--- config.mk ---
export PLATFORM = sky130hd
export DESIGN_NAME = spi_ctrl_slave
export DESIGN_NICKNAME = d
export VERILOG_FILES = /design/src/rtl/spi_cmd_pkg.sv /design/src/rtl/spi_sync.sv /design/src/rtl/spi_frame.sv /design/src/rtl/spi_regs.sv /design/src/rtl/spi_irq.sv /design/src/rtl/spi_ctrl_slave.sv
export SDC_FILE = /design/constraint.sdc
export NUM_CORES = 1
export LEC_CHECK = 0
export BUFFER_PORTS_ARGS = -buffer_cell sky130_fd_sc_hd__buf_2
export CAP_MARGIN = 20
export CORE_ASPECT_RATIO = 1.4
export CORE_MARGIN = 2
export CORE_UTILIZATION = 53
export DETAILED_ROUTE_END_ITERATION = 7
export GPL_TIMING_DRIVEN = 0
export PLACE_DENSITY = 0.73
export SYNTH_ARGS = -nofsm -noshare
export SYNTH_HDL_FRONTEND = slang
export SYNTH_SLANG_ARGS = --single-unit
export TNS_END_PERCENT = 100
--- constraint.sdc ---
create_clock -name clk_i -period 2.7 [get_ports clk_i]
set_input_delay 0.405 -clock clk_i [delete_from_list [all_inputs] [get_ports clk_i]]
set_output_delay 0.405 -clock clk_i [all_outputs]
set_load 0.02 [all_outputs]
--- src/rtl/spi_cmd_pkg.sv ---
package spi_cmd_pkg;
  localparam int FRAME_W = 16;
  localparam int CODE_W  = 8;
  localparam int DATA_W  = FRAME_W - CODE_W;
  localparam int CNT_W   = $clog2(FRAME_W) + 2;
  localparam int IRQ_N   = 4;
  localparam int CFG_W   = 8;
  localparam int FTHR_W  = 4;
  localparam int LTHR_W  = 5;
  localparam int WAKE_W  = 8;

  localparam logic [CFG_W-1:0]  CFG_RST  = 8'h00;
  localparam logic [FTHR_W-1:0] FTHR_RST = 4'h8;
  localparam logic [LTHR_W-1:0] LTHR_RST = 5'h00;
  localparam logic [WAKE_W-1:0] WAKE_RST = 8'h96;

  // flag indices; also status bit order from the top
  localparam int IRQ_LBD  = 3;
  localparam int IRQ_WAKE = 2;
  localparam int IRQ_FFIT = 1;
  localparam int IRQ_FFOV = 0;

  typedef enum logic [CODE_W-1:0] {
    CMD_STATUS = 8'h00,
    CMD_CFG    = 8'h80,
    CMD_FTHR   = 8'hCE,
    CMD_LTHR   = 8'hC2,
    CMD_WAKE   = 8'hE0
  } cmd_e;
endpackage

--- src/rtl/spi_sync.sv ---
module spi_sync #(
  parameter int          W       = 1,
  parameter int          STAGES  = 2,
  parameter logic [W-1:0] RST_VAL = '0
) (
  input  logic         clk_i,
  input  logic         rst_ni,
  input  logic [W-1:0] d_i,
  output logic [W-1:0] q_o
);
  logic [W-1:0] chain_q [STAGES];

  for (genvar s = 0; s < STAGES; s++) begin : g_stage
    always_ff @(posedge clk_i or negedge rst_ni) begin
      if (!rst_ni) chain_q[s] <= RST_VAL;
      else if (s == 0) chain_q[s] <= d_i;
      else chain_q[s] <= chain_q[(s > 0) ? s-1 : 0];
    end
  end

  assign q_o = chain_q[STAGES-1];
endmodule

--- src/rtl/spi_frame.sv ---
module spi_frame
  import spi_cmd_pkg::*;
#(
  parameter int SYNC_STAGES = 2
) (
  input  logic               clk_i,
  input  logic               rst_ni,
  input  logic               csn_i,
  input  logic               sck_i,
  input  logic               sdi_i,
  input  logic [FRAME_W-1:0] status_i,
  output logic               sdo_o,
  output logic               sdo_en_o,
  output logic               start_o,
  output logic               done_o,
  output logic [FRAME_W-1:0] frame_o
);
  localparam logic [CNT_W-1:0] CNT_MAX  = '1;
  localparam logic [CNT_W-1:0] CNT_FULL = CNT_W'(FRAME_W);

  logic [2:0] pins_s;
  logic       csn_s, sck_s, sdi_s;
  logic       csn_q, sck_q;
  logic       sck_rise, sck_fall, cs_fall, cs_rise;
  logic [CNT_W-1:0]   cnt_q;
  logic [FRAME_W-1:0] in_q, out_q;

  spi_sync #(.W(3), .STAGES(SYNC_STAGES), .RST_VAL(3'b100)) u_sync (
    .clk_i (clk_i),
    .rst_ni(rst_ni),
    .d_i   ({csn_i, sck_i, sdi_i}),
    .q_o   (pins_s)
  );
  assign {csn_s, sck_s, sdi_s} = pins_s;

  always_ff @(posedge clk_i or negedge rst_ni) begin
    if (!rst_ni) begin
      csn_q <= 1'b1;
      sck_q <= 1'b0;
    end else begin
      csn_q <= csn_s;
      sck_q <= sck_s;
    end
  end

  assign sck_rise = sck_s & ~sck_q;
  assign sck_fall = ~sck_s & sck_q;
  assign cs_fall  = csn_q & ~csn_s;
  assign cs_rise  = ~csn_q & csn_s;

  // input side: count and shift on serial clock rise
  always_ff @(posedge clk_i or negedge rst_ni) begin
    if (!rst_ni) begin
      cnt_q <= '0;
      in_q  <= '0;
    end else if (csn_s) begin
      cnt_q <= '0;
      in_q  <= '0;
    end else if (sck_rise) begin
      in_q <= {in_q[FRAME_W-2:0], sdi_s};
      if (cnt_q != CNT_MAX) cnt_q <= cnt_q + 1'b1;
    end
  end

  // output side: load at select fall, advance on serial clock fall
  always_ff @(posedge clk_i or negedge rst_ni) begin
    if (!rst_ni) out_q <= '0;
    else if (cs_fall) out_q <= status_i;
    else if (sck_fall && !csn_s) out_q <= {out_q[FRAME_W-2:0], 1'b0};
  end

  assign sdo_o    = out_q[FRAME_W-1];
  assign sdo_en_o = ~csn_s;
  assign start_o  = cs_fall;
  assign done_o   = cs_rise && (cnt_q == CNT_FULL);
  assign frame_o  = in_q;

  p_cnt_clear_r2: assert property (@(posedge clk_i) disable iff (!rst_ni)
    csn_s |=> (cnt_q == '0));

  p_cnt_step_r1: assert property (@(posedge clk_i) disable iff (!rst_ni)
    (sck_rise && !csn_s && cnt_q != CNT_MAX) |=> (cnt_q == $past(cnt_q) + 1'b1));

  p_sdo_hold_r4: assert property (@(posedge clk_i) disable iff (!rst_ni)
    (!sck_fall && !cs_fall) |=> $stable(sdo_o));

  p_hiz_r5: assert property (@(posedge clk_i) disable iff (!rst_ni)
    csn_s |-> !sdo_en_o);
endmodule

--- src/rtl/spi_regs.sv ---
module spi_regs
  import spi_cmd_pkg::*;
(
  input  logic               clk_i,
  input  logic               rst_ni,
  input  logic               wr_i,
  input  logic [FRAME_W-1:0] frame_i,
  output logic [CFG_W-1:0]   cfg_o,
  output logic [FTHR_W-1:0]  fthr_o,
  output logic [LTHR_W-1:0]  lthr_o,
  output logic [WAKE_W-1:0]  wake_o
);
  logic [CODE_W-1:0] code;
  logic [DATA_W-1:0] data;
  logic              known;
  logic              unused_bits;

  assign code = frame_i[FRAME_W-1 -: CODE_W];
  assign data = frame_i[DATA_W-1:0];
  assign unused_bits = ^data[DATA_W-1:LTHR_W];

  always_comb begin
    unique case (code)
      CMD_CFG, CMD_FTHR, CMD_LTHR, CMD_WAKE: known = 1'b1;
      default:                               known = 1'b0;
    endcase
  end

  always_ff @(posedge clk_i or negedge rst_ni) begin
    if (!rst_ni) begin
      cfg_o  <= CFG_RST;
      fthr_o <= FTHR_RST;
      lthr_o <= LTHR_RST;
      wake_o <= WAKE_RST;
    end else if (wr_i) begin
      unique case (code)
        CMD_CFG:  cfg_o  <= data[CFG_W-1:0];
        CMD_FTHR: fthr_o <= data[FTHR_W-1:0];
        CMD_LTHR: lthr_o <= data[LTHR_W-1:0];
        CMD_WAKE: wake_o <= data[WAKE_W-1:0];
        default: ;
      endcase
    end
  end

  p_hold_r3: assert property (@(posedge clk_i) disable iff (!rst_ni)
    !wr_i |=> $stable({cfg_o, fthr_o, lthr_o, wake_o}));

  p_unknown_r7: assert property (@(posedge clk_i) disable iff (!rst_ni)
    (wr_i && !known) |=> $stable({cfg_o, fthr_o, lthr_o, wake_o}));
endmodule

--- src/rtl/spi_irq.sv ---
module spi_irq
  import spi_cmd_pkg::*;
(
  input  logic             clk_i,
  input  logic             rst_ni,
  input  logic [IRQ_N-1:0] evt_i,
  input  logic             fifo_en_i,
  input  logic             snap_i,
  input  logic             clr_i,
  output logic [IRQ_N-1:0] flags_o,
  output logic             nirq_o
);
  logic [IRQ_N-1:0] mask, set, flags_q, snap_q;

  always_comb begin
    mask = '1;
    mask[IRQ_FFIT] = fifo_en_i;
    mask[IRQ_FFOV] = fifo_en_i;
  end

  assign set = evt_i & mask;

  always_ff @(posedge clk_i or negedge rst_ni) begin
    if (!rst_ni) begin
      flags_q <= '0;
      snap_q  <= '0;
    end else begin
      if (snap_i) snap_q <= flags_q;
      flags_q <= (flags_q & ~(clr_i ? snap_q : '0)) | set;
    end
  end

  assign flags_o = flags_q;
  assign nirq_o  = ~|flags_q;

  for (genvar i = 0; i < IRQ_N; i++) begin : g_chk
    p_sticky_r8: assert property (@(posedge clk_i) disable iff (!rst_ni)
      (flags_q[i] && !clr_i) |=> flags_q[i]);
    p_clear_r11: assert property (@(posedge clk_i) disable iff (!rst_ni)
      (clr_i && snap_q[i] && !evt_i[i]) |=> !flags_q[i]);
  end

  p_mask_ffit_r9: assert property (@(posedge clk_i) disable iff (!rst_ni)
    (!fifo_en_i && !flags_q[IRQ_FFIT]) |=> !flags_q[IRQ_FFIT]);
  p_mask_ffov_r9: assert property (@(posedge clk_i) disable iff (!rst_ni)
    (!fifo_en_i && !flags_q[IRQ_FFOV]) |=> !flags_q[IRQ_FFOV]);
endmodule

--- src/rtl/spi_ctrl_slave.sv ---
module spi_ctrl_slave
  import spi_cmd_pkg::*;
#(
  parameter int SYNC_STAGES = 2
) (
  input  logic              clk_i,
  input  logic              rst_ni,
  input  logic              csn_i,
  input  logic              sck_i,
  input  logic              sdi_i,
  output logic              sdo_o,
  output logic              sdo_en_o,
  input  logic              lbd_evt_i,
  input  logic              wake_evt_i,
  input  logic              ffit_evt_i,
  input  logic              ffov_evt_i,
  output logic              nirq_o,
  output logic [CFG_W-1:0]  cfg_o,
  output logic [FTHR_W-1:0] fifo_thr_o,
  output logic [LTHR_W-1:0] lbd_thr_o,
  output logic [WAKE_W-1:0] wake_per_o
);
  logic               start, done, rd_done;
  logic [FRAME_W-1:0] frame, status;
  logic [IRQ_N-1:0]   flags, evts;

  assign evts = {lbd_evt_i, wake_evt_i, ffit_evt_i, ffov_evt_i};
  assign status = {flags, {(FRAME_W-IRQ_N-CFG_W){1'b0}}, cfg_o};
  assign rd_done = done && (frame[FRAME_W-1 -: CODE_W] == CMD_STATUS);

  spi_frame #(.SYNC_STAGES(SYNC_STAGES)) u_frame (
    .clk_i   (clk_i),
    .rst_ni  (rst_ni),
    .csn_i   (csn_i),
    .sck_i   (sck_i),
    .sdi_i   (sdi_i),
    .status_i(status),
    .sdo_o   (sdo_o),
    .sdo_en_o(sdo_en_o),
    .start_o (start),
    .done_o  (done),
    .frame_o (frame)
  );

  spi_regs u_regs (
    .clk_i  (clk_i),
    .rst_ni (rst_ni),
    .wr_i   (done),
    .frame_i(frame),
    .cfg_o  (cfg_o),
    .fthr_o (fifo_thr_o),
    .lthr_o (lbd_thr_o),
    .wake_o (wake_per_o)
  );

  spi_irq u_irq (
    .clk_i    (clk_i),
    .rst_ni   (rst_ni),
    .evt_i    (evts),
    .fifo_en_i(cfg_o[0]),
    .snap_i   (start),
    .clr_i    (rd_done),
    .flags_o  (flags),
    .nirq_o   (nirq_o)
  );
endmodule

Word level (Yosys, flattened, before mapping)

Index checks and enable logic that the tools add are counted.

Register bits: 79
Latch bits: 0
Bits in writable memories: 0
Bits in read-only memories: 0
Bits of input ports: 9
Output and inout port bits: 28
Word-level logic and storage cells: 55
Memories: 0

Add/subtract/negate cells: 1
Multipliers: 0
Divide/modulo/power cells: 0
$lt $le $gt $ge: 0
Equal/unequal tests: 6
Shift operators: 0
Muxes and demuxes: 8
Bitwise gates (word level): 12
Reduce and logical (&&, ||, !) cells: 15

Operators by type and width:

| cell                | count |
|---|---|
| $mux 16             | 4 |
| $eq 8x8->1 const B  | 4 |
| $mux 6              | 3 |
| $reduce_and 2->1    | 5 |
| $and 4x4->4         | 2 |
| $logic_not 8->1     | 1 |
| $add 6x1->6 const B | 1 |
| $eq 6x5->1 const B  | 1 |
| $ne 6x6->1 const B  | 1 |
| $reduce_bool 2->1   | 3 |
| $and 1x1->1         | 4 |
| $mux 4              | 1 |
| $not 1->1           | 4 |
| $not 4->4           | 1 |
| $or 4x4->4          | 1 |
| $reduce_or 4->1     | 1 |
| $logic_and 1x1->1   | 3 |
| $logic_not 1->1     | 2 |

Logic depth before layout (Yosys ltp)

Depth in word-level cells: 8
Depth in mapped cells: 6
Mapped depth without buffers: 5

By module

Synthesis repeated with hierarchy kept, for this count alone.

Cells, all modules: 279
Area, all modules: 3347.0 sq um

By module, submodules not included:

| module         | times used | cells each | area an instance (sq um) | sequential area each (sq um) |
|---|---|---|---|---|
| spi_frame      | 1          | 183        | 1821.7                   | 1002.2 |
| spi_regs       | 1          | 62         | 1018.5                   | 631.9 |
| spi_irq        | 1          | 21         | 299.0                    | 200.2 |
| spi_sync       | 1          | 9          | 175.2                    | 152.6 |
| spi_ctrl_slave | 1          | 4          | 32.5                     | 0.0 |

Least setup slack after synthesis

No wires, ideal clock.

Path kind: reg-to-reg
Start point: register u_frame.u_sync.chain_q, in the netlist u_frame.u_sync.q_o[2]
End point: register u_regs.wake_o[0]
Library setup time: 125 ps
Arrival: 1956 ps
Required time: 2575 ps
Setup slack: 619 ps
Stages on the path, launching flop included: 6
Buffers on the path: 2
Period minus slack after synthesis: 2081 ps
Path through: dfstp_2 clkbuf_1 nand4bb_1 or4_1 buf_6 mux2_4

Word-level cells in the longest chain between the ends: 3

Ends and longest elaborated chain:

| what                             | line            | RTL |
|---|---|---|
| start: declaration               | spi_sync.sv:11  | `logic [W-1:0] chain_q [STAGES];` |
| start signal: indexed assignment | spi_sync.sv:16  | `else if (s == 0) chain_q[s] <= d_i;` |
| start signal: indexed assignment | spi_sync.sv:17  | `else chain_q[s] <= chain_q[(s > 0) ? s-1 : 0];` |
| $and 1x1->1                      | spi_frame.sv:49 | `assign cs_rise = ~csn_q & csn_s;` |
| $logic_and 1x1->1                | spi_frame.sv:75 | `assign done_o = cs_rise && (cnt_q == CNT_FULL);` |
| $reduce_and 2->1 (no line)       | n/a             |  |
| end signal: assignment           | spi_regs.sv:40  | `CMD_WAKE: wake_o <= data[WAKE_W-1:0];` |
| end: declaration                 | spi_regs.sv:11  | `output logic [WAKE_W-1:0] wake_o` |

Every way passes these cells.
A chain may end at the register's enable or synchronous reset.

Final worst setup path

Start point: register u_frame.u_sync.chain_q, in the netlist u_frame.u_sync.q_o[2]
End point: register u_regs.wake_o[3]

The elaborated chain is that of the path after synthesis.

==> flow_summary.toml <==
[outcome]
outcome = "finished clean"

[logic_synthesis]
synth.area.top_cells = "sky130_fd_sc_hd__dfrtp_1 (53%), sky130_fd_sc_hd__dfstp_2 (6.2%), sky130_fd_sc_hd__mux2_4 (5.8%)"
synth_cell_types = 40
post-synth-top-area-cell = "sky130_fd_sc_hd__dfrtp_1"
synth.mux.area_fraction = 0.146
synth_xor_area_frac = 0
synth.net_count = 297
synth-compound-area-share = 0.0952
netlist.area_leader.share = 0.526
syn_avg_cell_area_um2 = 11.8
synth_top_family_by_area = "multiplexers"
yosys_warn_count = 0
seq_area_frac_synth = 0.588
yosys.area_share.adder = 0.00741
netlist_instances = 286
synth-seq-cells = 79
synth-simple-area-share = 0.132
synthesis.area_um2 = 3380

[setup_path]
crit_path_max_fanout = 8
timing.critical_path.slowest_cell_delay_ns = 0.63
critical_path.slowest_cell = "sky130_fd_sc_hd__or4_1"
setup.worst_path.start_class = "flop"
r2r_cells = 5
critical_path.endpoint_type = "flop"
path_class = "flop to flop"
worstPathCellList = "clkbuf_1 > nand4bb_1 > or4_1 > buf_6 > mux2_4"
worst_ep_required_time_ns = 2.94
worstPathArrival_ns = 2.61

[route]
routed_wire_length_per_instance_um = 15.9
dr.first_iter.drc_count = 122
postRouteAntennaNets = 0
remaining_routing_drc_violations = 0
dr_total_vias = 2307
wl_um = 6560
vias_per_inst = 5.60
firstDrtPassIters = 4

[clocking]
tritoncts = "yes"
cts_inserted_buffers = 9
path_clk_slew_ns = 0.08
htree_num_levels = 3
clk_latency_ns = 0.35
clock_tree.root_cell = "sky130_fd_sc_hd__clkbuf_8"
clock-sinks = 79
ctsResizeCount = 0
cts_max_path_buffers = 2

[global_route]
first_pass_grt_wire_length_um = 11200
grt_overflow = 0
grt_usage = 0.207
via_count_of_the_first_global_routing_pass = 2316
antenna_found_initial = 0
grt_max_degree = 54

[timing]
finClkSkew_ns = 0.0105
final_period_minus_worst_setup_slack_ns = 2.36
worst_slew_margin = 0.419
worst_slew_pin_slew_ns = 0.863
timing_hold_violations_final = 0
period_share = 0.875
rsz0062_at_grt = "false"
timing.final.max_slew_violations = 0
layout_setup_ws_ns = 0.337
final-setup-viol-count = 0
clock.fmax_mhz = 423
tns_ns = 0

[placed_design]
placed_cells = 395
gp_routability_congestion = 0.829
dp_worst_setup_slack_ns = 0.375
detailed_place_hpwl_um = 4490
place.port_buffers = 36

[final_layout]
diodes = 0
commonest_non_fill_non_tap_cells_in_the_layout = "sky130_fd_sc_hd__dfrtp_1 (71), sky130_fd_sc_hd__nand2_1 (48), sky130_fd_sc_hd__buf_2 (37)"
post_layout_nonfiller_instances = 412
fin_nets = 346
area.growth.synth_to_final_pct = 17.2
layout.cells.most_common = "sky130_fd_sc_hd__dfrtp_1"
layout-drive-gt1-share = 0.276
fill_cells = 496

[hold_path]
whs_path_depth = 1
hold_path_class = "primary input to flop"

[power_and_ir_drop]
max-vdd-ir-drop_mv = 0.347
cellLeakagePower_nw = 1.84
post-layout-total-power_w = 0.00249
power_per_cell_area_nw_per_um2 = 629

[floorplan]
starting_density = 0.544
core_area_um2 = 6210
rows = 34
floorplan.die_area_um2 = 7030
floorplan.die.width_um = 71.5
die_h_um = 98.4
boundaryPins = 37

[job]
max_cap_violations = 0
## cell families after synthesis
family	after synthesis
adders and majority gates	2
buffers and inverters	25
muxes	41
AOI/OAI and AO/OA	55
DFF	79
and+or+nand+nor	84
## layer usage
layer  vias up  wire [um]  part of all wire  track usage
li1       1103          -                 -            -
met1      1142       2900              0.44        0.276
met2        53       3290              0.50        0.317
met3         9        276             0.042       0.0685
met4         0         94             0.014       0.0740
met5         -          0                 0            0
## critical path: cells and delay by family, from the launching register on
family | cells | cell delay, ns
buffers and inverters | 2 | 0.43
AND/OR/NAND/NOR | 2 | 0.99
multiplexers | 1 | 0.30
flip-flops | 1 | 0.53
## flip-flops by register name, indices dropped and copies added (netlist names)
signal	count
u_irq.flags_o	4
u_regs.lthr_o	5
u_irq.snap_q	4
u_frame.sck_q	1
u_frame.frame_o	16
u_frame.out_q	16
u_frame.u_sync.q_o	3
u_frame.cnt_q	6
u_regs.fthr_o	4
u_frame.csn_q	1
u_regs.wake_o	8
u_regs.cfg_o	8
u_frame.u_sync.chain_q	3
## cells in the mapped netlist
cell type	instances
sky130_fd_sc_hd__buf_1	2
sky130_fd_sc_hd__nor4_4	1
sky130_fd_sc_hd__a2bb2oi_1	2
sky130_fd_sc_hd__nor4_1	2
sky130_fd_sc_hd__dfstp_2	8
sky130_fd_sc_hd__mux2_4	13
sky130_fd_sc_hd__a31oi_1	3
sky130_fd_sc_hd__buf_6	1
sky130_fd_sc_hd__a41oi_1	2
sky130_fd_sc_hd__nor2b_1	2
sky130_fd_sc_hd__nor4_2	1
sky130_fd_sc_hd__a211oi_1	2
sky130_fd_sc_hd__nor3b_1	1
sky130_fd_sc_hd__a22oi_1	9
sky130_fd_sc_hd__buf_4	1
sky130_fd_sc_hd__nor2_1	7
sky130_fd_sc_hd__or4b_1	1
sky130_fd_sc_hd__mux2_2	12
sky130_fd_sc_hd__or3_1	2
sky130_fd_sc_hd__nand4bb_1	1
sky130_fd_sc_hd__mux2_1	1
sky130_fd_sc_hd__nand4b_1	2
sky130_fd_sc_hd__and3_1	1
sky130_fd_sc_hd__nand2b_1	2
sky130_fd_sc_hd__or4b_4	1
sky130_fd_sc_hd__dfrtp_1	71
sky130_fd_sc_hd__or4_1	3
sky130_fd_sc_hd__nor4bb_1	1
sky130_fd_sc_hd__ha_1	2
sky130_fd_sc_hd__a21oi_1	17
sky130_fd_sc_hd__buf_2	2
sky130_fd_sc_hd__clkbuf_1	11
sky130_fd_sc_hd__nand2_1	48
sky130_fd_sc_hd__nor3_1	2
sky130_fd_sc_hd__nand3_1	1
sky130_fd_sc_hd__or4b_2	1
sky130_fd_sc_hd__nand3b_1	4
sky130_fd_sc_hd__mux2i_1	15
sky130_fd_sc_hd__inv_1	8
sky130_fd_sc_hd__o21ai_0	20
## final cells by class
cell class	instances	area, um2	area share
flip-flops and latches	79	1990	0.502
multi-input cells	182	1280	0.324
repair buffers	38	220	0.0557
clock inverters	7	145	0.0367
clock buffers	9	124	0.0313
well taps	72	90.1	0.0228
plain buffers	17	77.6	0.0196
inverters	8	30.0	0.00759
## worst paths after layout
check | startpoint | end | slack, ns
max | u_frame.u_sync.q_o[2] | u_regs.wake_o[3] | 0.34
min | csn_i | u_frame.u_sync.chain_q[5] | 0.15
max reg2reg | u_frame.u_sync.q_o[2] | u_regs.wake_o[3] | 0.34
min reg2reg | u_frame.u_sync.chain_q[3] | u_frame.u_sync.q_o[0] | 0.35
max in group asynchronous | rst_ni | u_frame.u_sync.chain_q[5] | 1.57
min in group asynchronous | rst_ni | u_frame.frame_o[12] | 0.50
## what timing repair did
| item | in CTS | in global routing |
|---|---|---|
| setup buffers | 0 | 0 |
| hold buffers | 1 | 0 |
| endpoints found under the hold margin | 21 | 0 |
| endpoints found under the setup margin | 0 | 0 |
## power by group
part | switching, W | internal (W) | total [W]
clock | 0.000434 | 0.000710 | 0.00114
combinational | 0.0000791 | 0.0000387 | 0.000118
sequential | 0.0000181 | 0.00121 | 0.00123
## through the flow
stage	utilization	area (um2)	hold WS [ns]
global route	0.637	3960	0.118
floorplan	-	3380	0.109
CTS	0.637	3960	0.140
finish	0.637	3960	0.148
global placement	0.587	3650	0.333
detailed placement	0.592	3680	0.336
No activity file was read; power rests on OpenSTA's default activity.
